<file path="src/rtl/burst_seq_pkg.sv">
package burst_seq_pkg;

  typedef enum logic {
    ORDER_LINEAR     = 1'b0,
    ORDER_INTERLEAVE = 1'b1
  } burst_order_e;

endpackage

</file>
<file path="src/rtl/bseq_beat_counter.sv">
module bseq_beat_counter #(
  parameter int BURST_W = 2
) (
  input  logic               clk,
  input  logic               rst,
  input  logic               clear,
  input  logic               step,
  output logic [BURST_W-1:0] beat_next
);

  logic [BURST_W-1:0] beat_q;

  always_comb begin
    if (clear)
      beat_next = '0;
    else if (step)
      beat_next = beat_q + BURST_W'(1);
    else
      beat_next = beat_q;
  end

  always_ff @(posedge clk) begin
    if (rst)
      beat_q <= '0;
    else
      beat_q <= beat_next;
  end

endmodule

</file>
<file path="src/rtl/bseq_base_reg.sv">
module bseq_base_reg #(
  parameter int ADDR_W = 18
) (
  input  logic              clk,
  input  logic              rst,
  input  logic              load,
  input  logic [ADDR_W-1:0] addr_in,
  output logic [ADDR_W-1:0] base_next,
  output logic              live_q
);

  logic [ADDR_W-1:0] base_q;

  assign base_next = load ? addr_in : base_q;

  always_ff @(posedge clk) begin
    if (rst) begin
      base_q <= '0;
      live_q <= 1'b0;
    end else begin
      base_q <= base_next;
      if (load)
        live_q <= 1'b1;
    end
  end

endmodule

</file>
<file path="src/rtl/bseq_order_map.sv">
module bseq_order_map
  import burst_seq_pkg::*;
#(
  parameter int BURST_W = 2
) (
  input  logic               order_sel,
  input  logic [BURST_W-1:0] base_lo,
  input  logic [BURST_W-1:0] beat,
  output logic [BURST_W-1:0] addr_lo
);

  logic [BURST_W-1:0] lin_lo;
  logic [BURST_W-1:0] ilv_lo;

  // Linear order wraps inside the burst field; the truncated sum drops the carry.
  assign lin_lo = base_lo + beat;

  // Interleaved order flips the base bits selected by the beat count.
  genvar gi;
  generate
    for (gi = 0; gi < BURST_W; gi++) begin : g_ilv
      assign ilv_lo[gi] = base_lo[gi] ^ beat[gi];
    end
  endgenerate

  always_comb begin
    unique case (burst_order_e'(order_sel))
      ORDER_LINEAR:     addr_lo = lin_lo;
      ORDER_INTERLEAVE: addr_lo = ilv_lo;
      default:          addr_lo = lin_lo;
    endcase
  end

endmodule

</file>
<file path="src/rtl/burst_addr_seq.sv">
module burst_addr_seq #(
  parameter int ADDR_W  = 18,
  parameter int BURST_W = 2
) (
  input  logic              clk,
  input  logic              rst,
  input  logic              clk_en_n,
  input  logic              advance,
  input  logic              order_sel,
  input  logic [ADDR_W-1:0] addr_in,
  output logic [ADDR_W-1:0] addr_out,
  output logic              was_load
);

  localparam int UPPER_W = ADDR_W - BURST_W;

  logic               enabled;
  logic               do_load;
  logic               do_step;
  logic               live_q;
  logic [ADDR_W-1:0]  base_next;
  logic [BURST_W-1:0] beat_next;
  logic [BURST_W-1:0] lo_next;
  logic [ADDR_W-1:0]  addr_q;
  logic               was_load_q;

  assign enabled = ~clk_en_n;
  assign do_load = enabled & ~advance;
  assign do_step = enabled & advance & live_q;

  bseq_base_reg #(.ADDR_W(ADDR_W)) u_base (
    .clk       (clk),
    .rst       (rst),
    .load      (do_load),
    .addr_in   (addr_in),
    .base_next (base_next),
    .live_q    (live_q)
  );

  bseq_beat_counter #(.BURST_W(BURST_W)) u_beat (
    .clk       (clk),
    .rst       (rst),
    .clear     (do_load),
    .step      (do_step),
    .beat_next (beat_next)
  );

  bseq_order_map #(.BURST_W(BURST_W)) u_map (
    .order_sel (order_sel),
    .base_lo   (base_next[BURST_W-1:0]),
    .beat      (beat_next),
    .addr_lo   (lo_next)
  );

  always_ff @(posedge clk) begin
    if (rst) begin
      addr_q     <= '0;
      was_load_q <= 1'b0;
    end else begin
      if (do_load || do_step)
        addr_q <= {base_next[ADDR_W-1 -: UPPER_W], lo_next};
      if (enabled)
        was_load_q <= ~advance;
    end
  end

  assign addr_out = addr_q;
  assign was_load = was_load_q;

endmodule

</file>
<file path="config.mk">
export PLATFORM = sky130hd
export DESIGN_NAME = burst_addr_seq
export DESIGN_NICKNAME = d
export VERILOG_FILES = /design/src/rtl/burst_seq_pkg.sv /design/src/rtl/bseq_beat_counter.sv /design/src/rtl/bseq_base_reg.sv /design/src/rtl/bseq_order_map.sv /design/src/rtl/burst_addr_seq.sv
export SDC_FILE = /design/constraint.sdc
export NUM_CORES = 1
export LEC_CHECK = 0
export BUFFER_PORTS_ARGS = -buffer_cell sky130_fd_sc_hd__buf_2
export CAP_MARGIN = 40
export CORE_AREA = 2 2 60 62
export CTS_CLUSTER_DIAMETER = 50
export CTS_CLUSTER_SIZE = 20
export DETAILED_ROUTE_END_ITERATION = 10
export DIE_AREA = 0 0 62 64
export GPL_TIMING_DRIVEN = 1
export HOLD_SLACK_MARGIN = 0.03
export PLACE_DENSITY_LB_ADDON = 0.15
export SLEW_MARGIN = 10
export SYNTH_ARGS = -nofsm -noshare
export SYNTH_HDL_FRONTEND = slang
export SYNTH_SLANG_ARGS = --single-unit
</file>
<file path="constraint.sdc">
create_clock -name clk -period 4.6 [get_ports clk]
set_input_delay 0.69 -clock clk [delete_from_list [all_inputs] [get_ports clk]]
set_output_delay 0.69 -clock clk [all_outputs]
set_load 0.1 [all_outputs]
</file>
* Word level (Yosys, flattened, before mapping)
Cells that the tools add are included.
Storage, ports and cells: logic and storage cells 20, bits in registers 40, input bits 23
Operators by class: add/sub/neg operators 2, reductions and logical operators 1, bitwise gates (word level) 8, muxes and demuxes 4
Operators with widths (count):
- 18-bit two-way mux | 1
- 2-bit two-way mux | 2
- 2-bit one-hot mux with 2 select lines | 1
- 1-bit AND | 3
- 1-bit inverter | 3
- 2-bit by 1-bit adder with 2-bit output, second input constant | 1
- 2-bit adder | 1
- 1-bit XOR | 2
- 1-bit logical OR | 1

* Longest topological paths before layout
Gate-level depths: netlist of run 1.
depth in word-level cells 7, depth in mapped cells 9, depth with buffers taken out 8

* Modules after synthesis
Synthesis of run 1 repeated with hierarchy kept, for this count alone.
Second synthesis, totals: cell total of the unflattened synthesis 159, area total of the unflattened synthesis 1806.7 µm²
By module, submodules not included:
- burst_addr_seq | times used 1, area each 874.6 µm², cells an instance 86
- bseq_base_reg | times used 1, area each 803.3 µm², cells an instance 60
- bseq_beat_counter | times used 1, area each 92.6 µm², cells an instance 9
- bseq_order_map | times used 1, area each 36.3 µm², cells an instance 4

* Worst setup path before layout of run 1
OpenSTA, ideal clock, no wires.
path type input port to flip-flop, start in clk_en_n, end reg addr_q[1] (netlist: addr_out[1]), buffers on the path 1, required time 4.467 ns, stages 8, slack 2.480 ns, arrival 1.987 ns, cell sequence buf_6 -> nor2_8 -> mux2_2 -> ha_1 -> nand2b_1 -> a21oi_1 -> o221ai_1 -> o311ai_1
Between the ends: elaborated cells between the ends (all ways) 11
RTL lines:
- start, declared | line burst_addr_seq.sv:7 | input logic clk_en_n,
- 1-bit inverter | line burst_addr_seq.sv:27 | assign enabled = ~clk_en_n;
- 1-bit AND | line burst_addr_seq.sv:28 | assign do_load = enabled & ~advance;
- 18-bit two-way mux | line bseq_base_reg.sv:14 | assign base_next = load ? addr_in : base_q;
- via base_next[0] | line burst_addr_seq.sv:21 | logic [ADDR_W-1:0] base_next;
- 2-bit adder | line bseq_order_map.sv:16 | assign lin_lo = base_lo + beat;
- 2-bit one-hot mux with 2 select lines | line bseq_order_map.sv:27 | unique case (burst_order_e'(order_sel))
- end signal, assigned | line burst_addr_seq.sv:61 | addr_q <= {base_next[ADDR_W-1 -: UPPER_W], lo_next};
- end, declared | line burst_addr_seq.sv:24 | logic [ADDR_W-1:0] addr_q;
The timed path passes the listed nets, and every way through them passes these cells. A chain may end at the register's enable or synchronous reset.

* Final worst setup path of run 1
Same ends and word-level chain as after synthesis.

==> results of run 1 <==
-- cells by family after synthesis --
| family | synth area share |
|---|---|
| compound gates | 0.1332 |
| fa+ha+maj | 0.008222 |
| buf+inv | 0.04605 |
| flops | 0.5263 |
| mux | 0.1266 |
| simple gates | 0.1595 |
-- worst max-delay path by stage --
| stage | from | to | depth (start not counted) |
|---|---|---|---|
| floorplan | clk_en_n | addr_out[1] | 8 |
| detailed placement | clk_en_n | addr_out[1] | 8 |
| global route | clk_en_n | addr_out[1] | 8 |
| CTS | clk_en_n | addr_out[1] | 8 |
| finish | clk_en_n | addr_out[1] | 8 |
| global placement | clk_en_n | addr_out[1] | 8 |
-- power breakdown --
group / internal [mW] / switching [mW]
clock: 0.0728 / 0.110
sequential: 0.367 / 0.00835
combinational: 0.0372 / 0.126
-- worst min-delay path, cell delays in order (launching register included) --
cell,delay (ns)
sky130_fd_sc_hd__dfxtp_1,0.33
sky130_fd_sc_hd__mux2i_1,0.07
sky130_fd_sc_hd__nor2_1,0.08
-- state kept, by name, indices dropped and copies added (netlist names) --
signal / cells
u_base.base_q: 18
u_base.live_q: 1
addr_out: 18
u_beat.beat_q: 2
was_load: 1
-- Yosys cell counts, types with 2 or more instances --
cell type and count:
sky130_fd_sc_hd__buf_2 2, sky130_fd_sc_hd__clkbuf_1 5, sky130_fd_sc_hd__mux2i_1 17, sky130_fd_sc_hd__nor2_1 37
sky130_fd_sc_hd__mux2_2 2, sky130_fd_sc_hd__nor2b_1 2, sky130_fd_sc_hd__a21oi_1 4, sky130_fd_sc_hd__a211oi_1 17
sky130_fd_sc_hd__dfxtp_1 40, sky130_fd_sc_hd__buf_6 2
-- layout make-up --
| class | count | area [µm²] | share of cell area |
|---|---|---|---|
| sequential | 40 | 800.8 | 0.4482 |
| multi-input combinational | 97 | 650.6 | 0.3641 |
| timing repair buffer | 42 | 212.7 | 0.1190 |
| tap | 46 | 57.56 | 0.03221 |
| clock buffer | 6 | 51.30 | 0.02871 |
| clock inverter | 2 | 10.01 | 0.005602 |
| inverter | 1 | 3.754 | 0.002101 |
-- metrics by stage --
step	hold WS [ns]	cell area (µm²)	instances	total power, mW	setup WS, ns
floorplan	0.4564	1521	148	0.5199	2.480
global placement	0.4685	1725	226	0.5451	2.175
detailed placement	0.4815	1725	226	0.5479	2.150
CTS	0.5065	1787	234	0.7306	2.541
global route	0.5311	1787	234	0.7586	2.465
finish	0.5007	1787	234	0.7214	2.541
-- routing by layer --
layer | part of all wire | global-route usage | up-vias
li1 | - | - | 602
met1 | 0.45 | 0.2008 | 518
met2 | 0.47 | 0.2396 | 24
met3 | 0.057 | 0.06680 | 6
met4 | 0.018 | 0.06383 | 0
met5 | 0 | 0 | -
-- placed cells by master (no fill, tap or decap), drive strengths merged --
cell and count:
buf 42, dfxtp 40, nor2 38, mux2i 17
a211oi 17, clkbuf 6, a21oi 5, mux2 2
nor2b 2, clkinv 2, or3b 2, a22o 1
o21ai 1, inv 1, nand2b 1, and3 1
nand2 1, or4b 1, and2 1, a31oi 1
nand3 1, nor4b 1, a31o 1, o221ai 1
o311ai 1, ha 1
==> metrics.cfg, run 1 <==
[cts]
postCtsResizedCells = 0
clock_pin_transition_on_the_worst_setup_and_hold_timing_paths_ns = 0.12
tritoncts = built
post_cts_hold_fix_bufs = 0
clockBufferDepth = 2
post-cts-setup-buffers = 0
worstSkewPairLatency_ns = 0.35
clock_tree.htree_level_count = 2
clock_sink_count = 40
cts_made_buffers = 5
cts_root_buf = sky130_fd_sc_hd__clkbuf_4

[floorplanning]
die_width_um = 62
core_region_area_um2 = 3284
initial_core_util = 0.4632
pin_count = 42
die_area_um2 = 3968
rows = 21
chipHeight_um = 64

[timing]
fin_crit_sh = 0.4476
maxSlewHeadroom = 0.5174
finalWorstPathRequiredPeriod_ns = 2.059
tns_ns = 0
slew_violations = 0
rsz0062_at_grt = false
setup_viol = 0
fmax_ghz = 0.4857
timing.final.hold_violations = 0
worst_margin_pin_slew_ns = 0.7239
final.setup_skew_ns = 0.01411

[synth]
avgSynthCellArea_um2 = 10.28
synth.yosys.seq_area_share = 0.5263
asyncSetResetFlopFracSynth = 0
synth_cell_types = 30
synth_net_count = 172
synth.area.top_cells = sky130_fd_sc_hd__dfxtp_1 (53%), sky130_fd_sc_hd__mux2i_1 (11%), sky130_fd_sc_hd__nor2_1 (9.1%), sky130_fd_sc_hd__a211oi_1 (8.4%), sky130_fd_sc_hd__buf_6 (1.5%)
ys.warnings.count = 0
synth_largest_area_cell = sky130_fd_sc_hd__dfxtp_1
netlist.area_leader.share = 0.5263
gate_count_post_synth = 148
synth_ff_type = sky130_fd_sc_hd__dfxtp_1
mappedNetlistArea_um2 = 1521
ys_ff_latch = 40
number_of_flops_mapped_to_enable_cells_by_yosys = 0

[layout]
antenna_cells_inserted = 0
fin_util = 0.5440
syn2layout_area_growth_pct = 17.43
layout-drive-gt1-share = 0.3085
final_net_count = 211
fillerInstances = 316

[setup_path]
crit_type = in2reg
crit-reg2reg-launch = u_base.live_q
cp_bufs_invs = 1
end_kind = flop
critical_path.top_delay_family = simple AND/OR/NAND/NOR gates
slowest_stage = sky130_fd_sc_hd__mux2_2
worst_ep_arrival_time_ns = 2.30
crit_path_start_kind = primary input
r2r-end = addr_out[16]
rr_worst_depth = 5
largest_fanout_of_any_net_on_the_critical_path = 19
setup.reg_to_reg.worst_slack_ns = 2.78
cell_chain_of_the_critical_path = buf_2 -> nor2_8 -> mux2_2 -> ha_1 -> nand2b_1 -> a21oi_1 -> o221ai_1 -> o311ai_1
cp_data_required_time_ns = 4.84
cp_slowest_stage_delay_ns = 0.40

[global_routing]
total_overflow_reported_by_the_global_router = 0
initial_antenna_violation_count = 0
groute.usage.overall = 0.1603
grt_first_pass_wirelength_um = 4657
largest_net_degree_at_the_start_of_global_routing = 42
via_count_of_the_first_global_routing_pass = 1031

[routing]
drtIter0Drc = 28
postRouteAntennaNets = 0
via_count = 1150
routedWlPerCell_um = 12.00
route.detailed.drc = 0
detail_route.vias_per_cell = 4.915
dr.pass1.iters = 6
postRouteWirelength_um = 2808

[run]
drv_cap = 0

[status]
run_status = completed

[power_and_ir_drop]
peakVddDrop_mv = 0.2125
leakage_nw = 0.7703
power_density_nw_per_um2 = 403.8

[place]
io_buffers = 41
dpl.hpwl_um = 2010
finalWeightedCongestion = 0.7640

[worst_hold_path]
hold_path_end = u_base.base_q[11]
timing.hold.worst.class = reg2reg
worstHoldStart = u_base.base_q[11]
whs_path_depth = 2

(Power assumes the default switching activity.)
==> inputs of run 2 (changes only) <==
CORE_AREA = 2 2 62 64   (was 2 2 60 62)
DIE_AREA = 0 0 64 66   (was 0 0 62 64)
clock period = 1.88 ns   (was 4.6 ns; I/O delays follow)
==> metrics.cfg, run 2 (synthesis results as in run 1) <==
[timing]
setup_viol = 0
finalWorstPathRequiredPeriod_ns = 1.704
worst_margin_pin_slew_ns = 0.4992
rsz0062_at_grt = false
maxSlewHeadroom = 0.6695
fmax_ghz = 0.5870
slew_violations = 0
final.setup_skew_ns = 0.006786
tns_ns = 0
fin_crit_sh = 0.9062
timing.final.hold_violations = 0

[routing]
detail_route.vias_per_cell = 4.987
via_count = 1192
routedWlPerCell_um = 12.51
drtIter0Drc = 83
dr.pass1.iters = 4
postRouteWirelength_um = 2990
postRouteAntennaNets = 0
route.detailed.drc = 0

[setup_path]
crit_type = reg2reg
cp_data_required_time_ns = 2.11
crit_path_start_kind = flop
largest_fanout_of_any_net_on_the_critical_path = 4
end_kind = flop
worst_ep_arrival_time_ns = 1.93

[floorplanning]
rows = 22
pin_count = 42
initial_core_util = 0.4285
die_area_um2 = 4224
die_width_um = 64
chipHeight_um = 66
core_region_area_um2 = 3551

[layout]
most_frequent_cells_in_the_layout = sky130_fd_sc_hd__buf_2 (41), sky130_fd_sc_hd__dfxtp_1 (40), sky130_fd_sc_hd__nor2_1 (37), sky130_fd_sc_hd__mux2i_1 (17), sky130_fd_sc_hd__a211oi_1 (17)
layout-drive-gt1-share = 0.3141
layout_commonest_cell = sky130_fd_sc_hd__buf_2
syn2layout_area_growth_pct = 20.07
final_net_count = 214
antenna_cells_inserted = 0

[global_routing]
via_count_of_the_first_global_routing_pass = 1153
initial_antenna_violation_count = 0
total_overflow_reported_by_the_global_router = 0
grt_first_pass_wirelength_um = 5099
largest_net_degree_at_the_start_of_global_routing = 26
groute.usage.overall = 0.1589

[cts]
cts_root_buf = sky130_fd_sc_hd__clkbuf_4
clock_pin_transition_on_the_worst_setup_and_hold_timing_paths_ns = 0.11
postCtsResizedCells = 0
post_cts_hold_fix_bufs = 0
clock_sink_count = 40
post-cts-setup-buffers = 0
tritoncts = built
cts_made_buffers = 5
clockBufferDepth = 2
worstSkewPairLatency_ns = 0.34
clock_tree.htree_level_count = 2

[power_and_ir_drop]
power_density_nw_per_um2 = 1024
swShare = 0.3203
power.internal_mw = 1.271
peakVddDrop_mv = 0.4240
power_frac_comb = 0.218
leakage_nw = 0.7895
share_clk_of_total_power = 0.292
p_total_mw = 1.870
net-switching-power_uw = 598.9
sequentialPowerShare = 0.490

[status]
run_status = completed

[run]
drv_cap = 0

[place]
io_buffers = 41
dpl.hpwl_um = 2076
finalWeightedCongestion = 0.7782

[worst_hold_path]
timing.hold.worst.class = in2reg

run 2: per-layer routing:
layer / routed length [µm] / up-vias / share of wire / GRT usage
met1: 1304 / 539 / 0.44 / 0.1815
met5: 0 / - / 0 / 0
met4: 36 / 0 / 0.012 / 0.07609
li1: - / 601 / - / -
met3: 233 / 6 / 0.078 / 0.06133
met2: 1417 / 46 / 0.47 / 0.2604
run 2: power by group through the flow:
stage	combinational [mW]	clock, mW	sequential, mW
detailed placement	0.410	0	0.937
floorplan	0.130	0	1.14
global placement	0.403	0	0.935
global route	0.432	0.603	0.924
CTS	0.411	0.570	0.918
finish	0.407	0.546	0.917
run 2: through the flow:
stage | utilization | hold slack (ns) | cell area [µm²] | setup slack (ns) | std cells
6_report | 0.5144 | 0.1941 | 1827 | 0.1764 | 239
2_1_floorplan | - | 0.4493 | 1521 | 0.1676 | 148
4_1_cts | 0.5144 | 0.1728 | 1827 | 0.1729 | 239
3_3_place_gp | 0.4930 | 0.4686 | 1750 | 0.08953 | 231
5_1_grt | 0.5144 | 0.1863 | 1827 | 0.07961 | 239
3_5_place_dp | 0.4930 | 0.4833 | 1750 | 0.01742 | 231
run 2: cell type report:
type / instances / area (µm²)
tap: 48 / 60.06
clock inverter: 2 / 35.03
timing repair buffer: 45 / 235.2
sequential: 40 / 800.8
fill: 343 / 1724
clock buffer: 6 / 41.29
inverter: 1 / 3.754
multi-input combinational: 97 / 650.6
run 2: final timing paths:
| kind | start | endpoint | slack [ns] | depth (start not counted) |
|---|---|---|---|---|
| hold reg to reg | addr_out[12] | addr_out[12] | 0.50 | 2 |
| hold / removal | addr_in[13] | u_base.base_q[13] | 0.19 | 3 |
| setup / recovery | u_base.live_q | addr_out[1] | 0.18 | 7 |
| setup reg to reg | u_base.live_q | addr_out[1] | 0.18 | 7 |
run 2: critical path, cell delays in order (launching register included):
cell,delay (ns)
sky130_fd_sc_hd__dfxtp_1,0.39
sky130_fd_sc_hd__mux2_2,0.35
sky130_fd_sc_hd__a22o_1,0.19
sky130_fd_sc_hd__ha_1,0.17
sky130_fd_sc_hd__nand2b_1,0.10
sky130_fd_sc_hd__a21oi_1,0.06
sky130_fd_sc_hd__o221ai_1,0.21
sky130_fd_sc_hd__o311ai_1,0.11
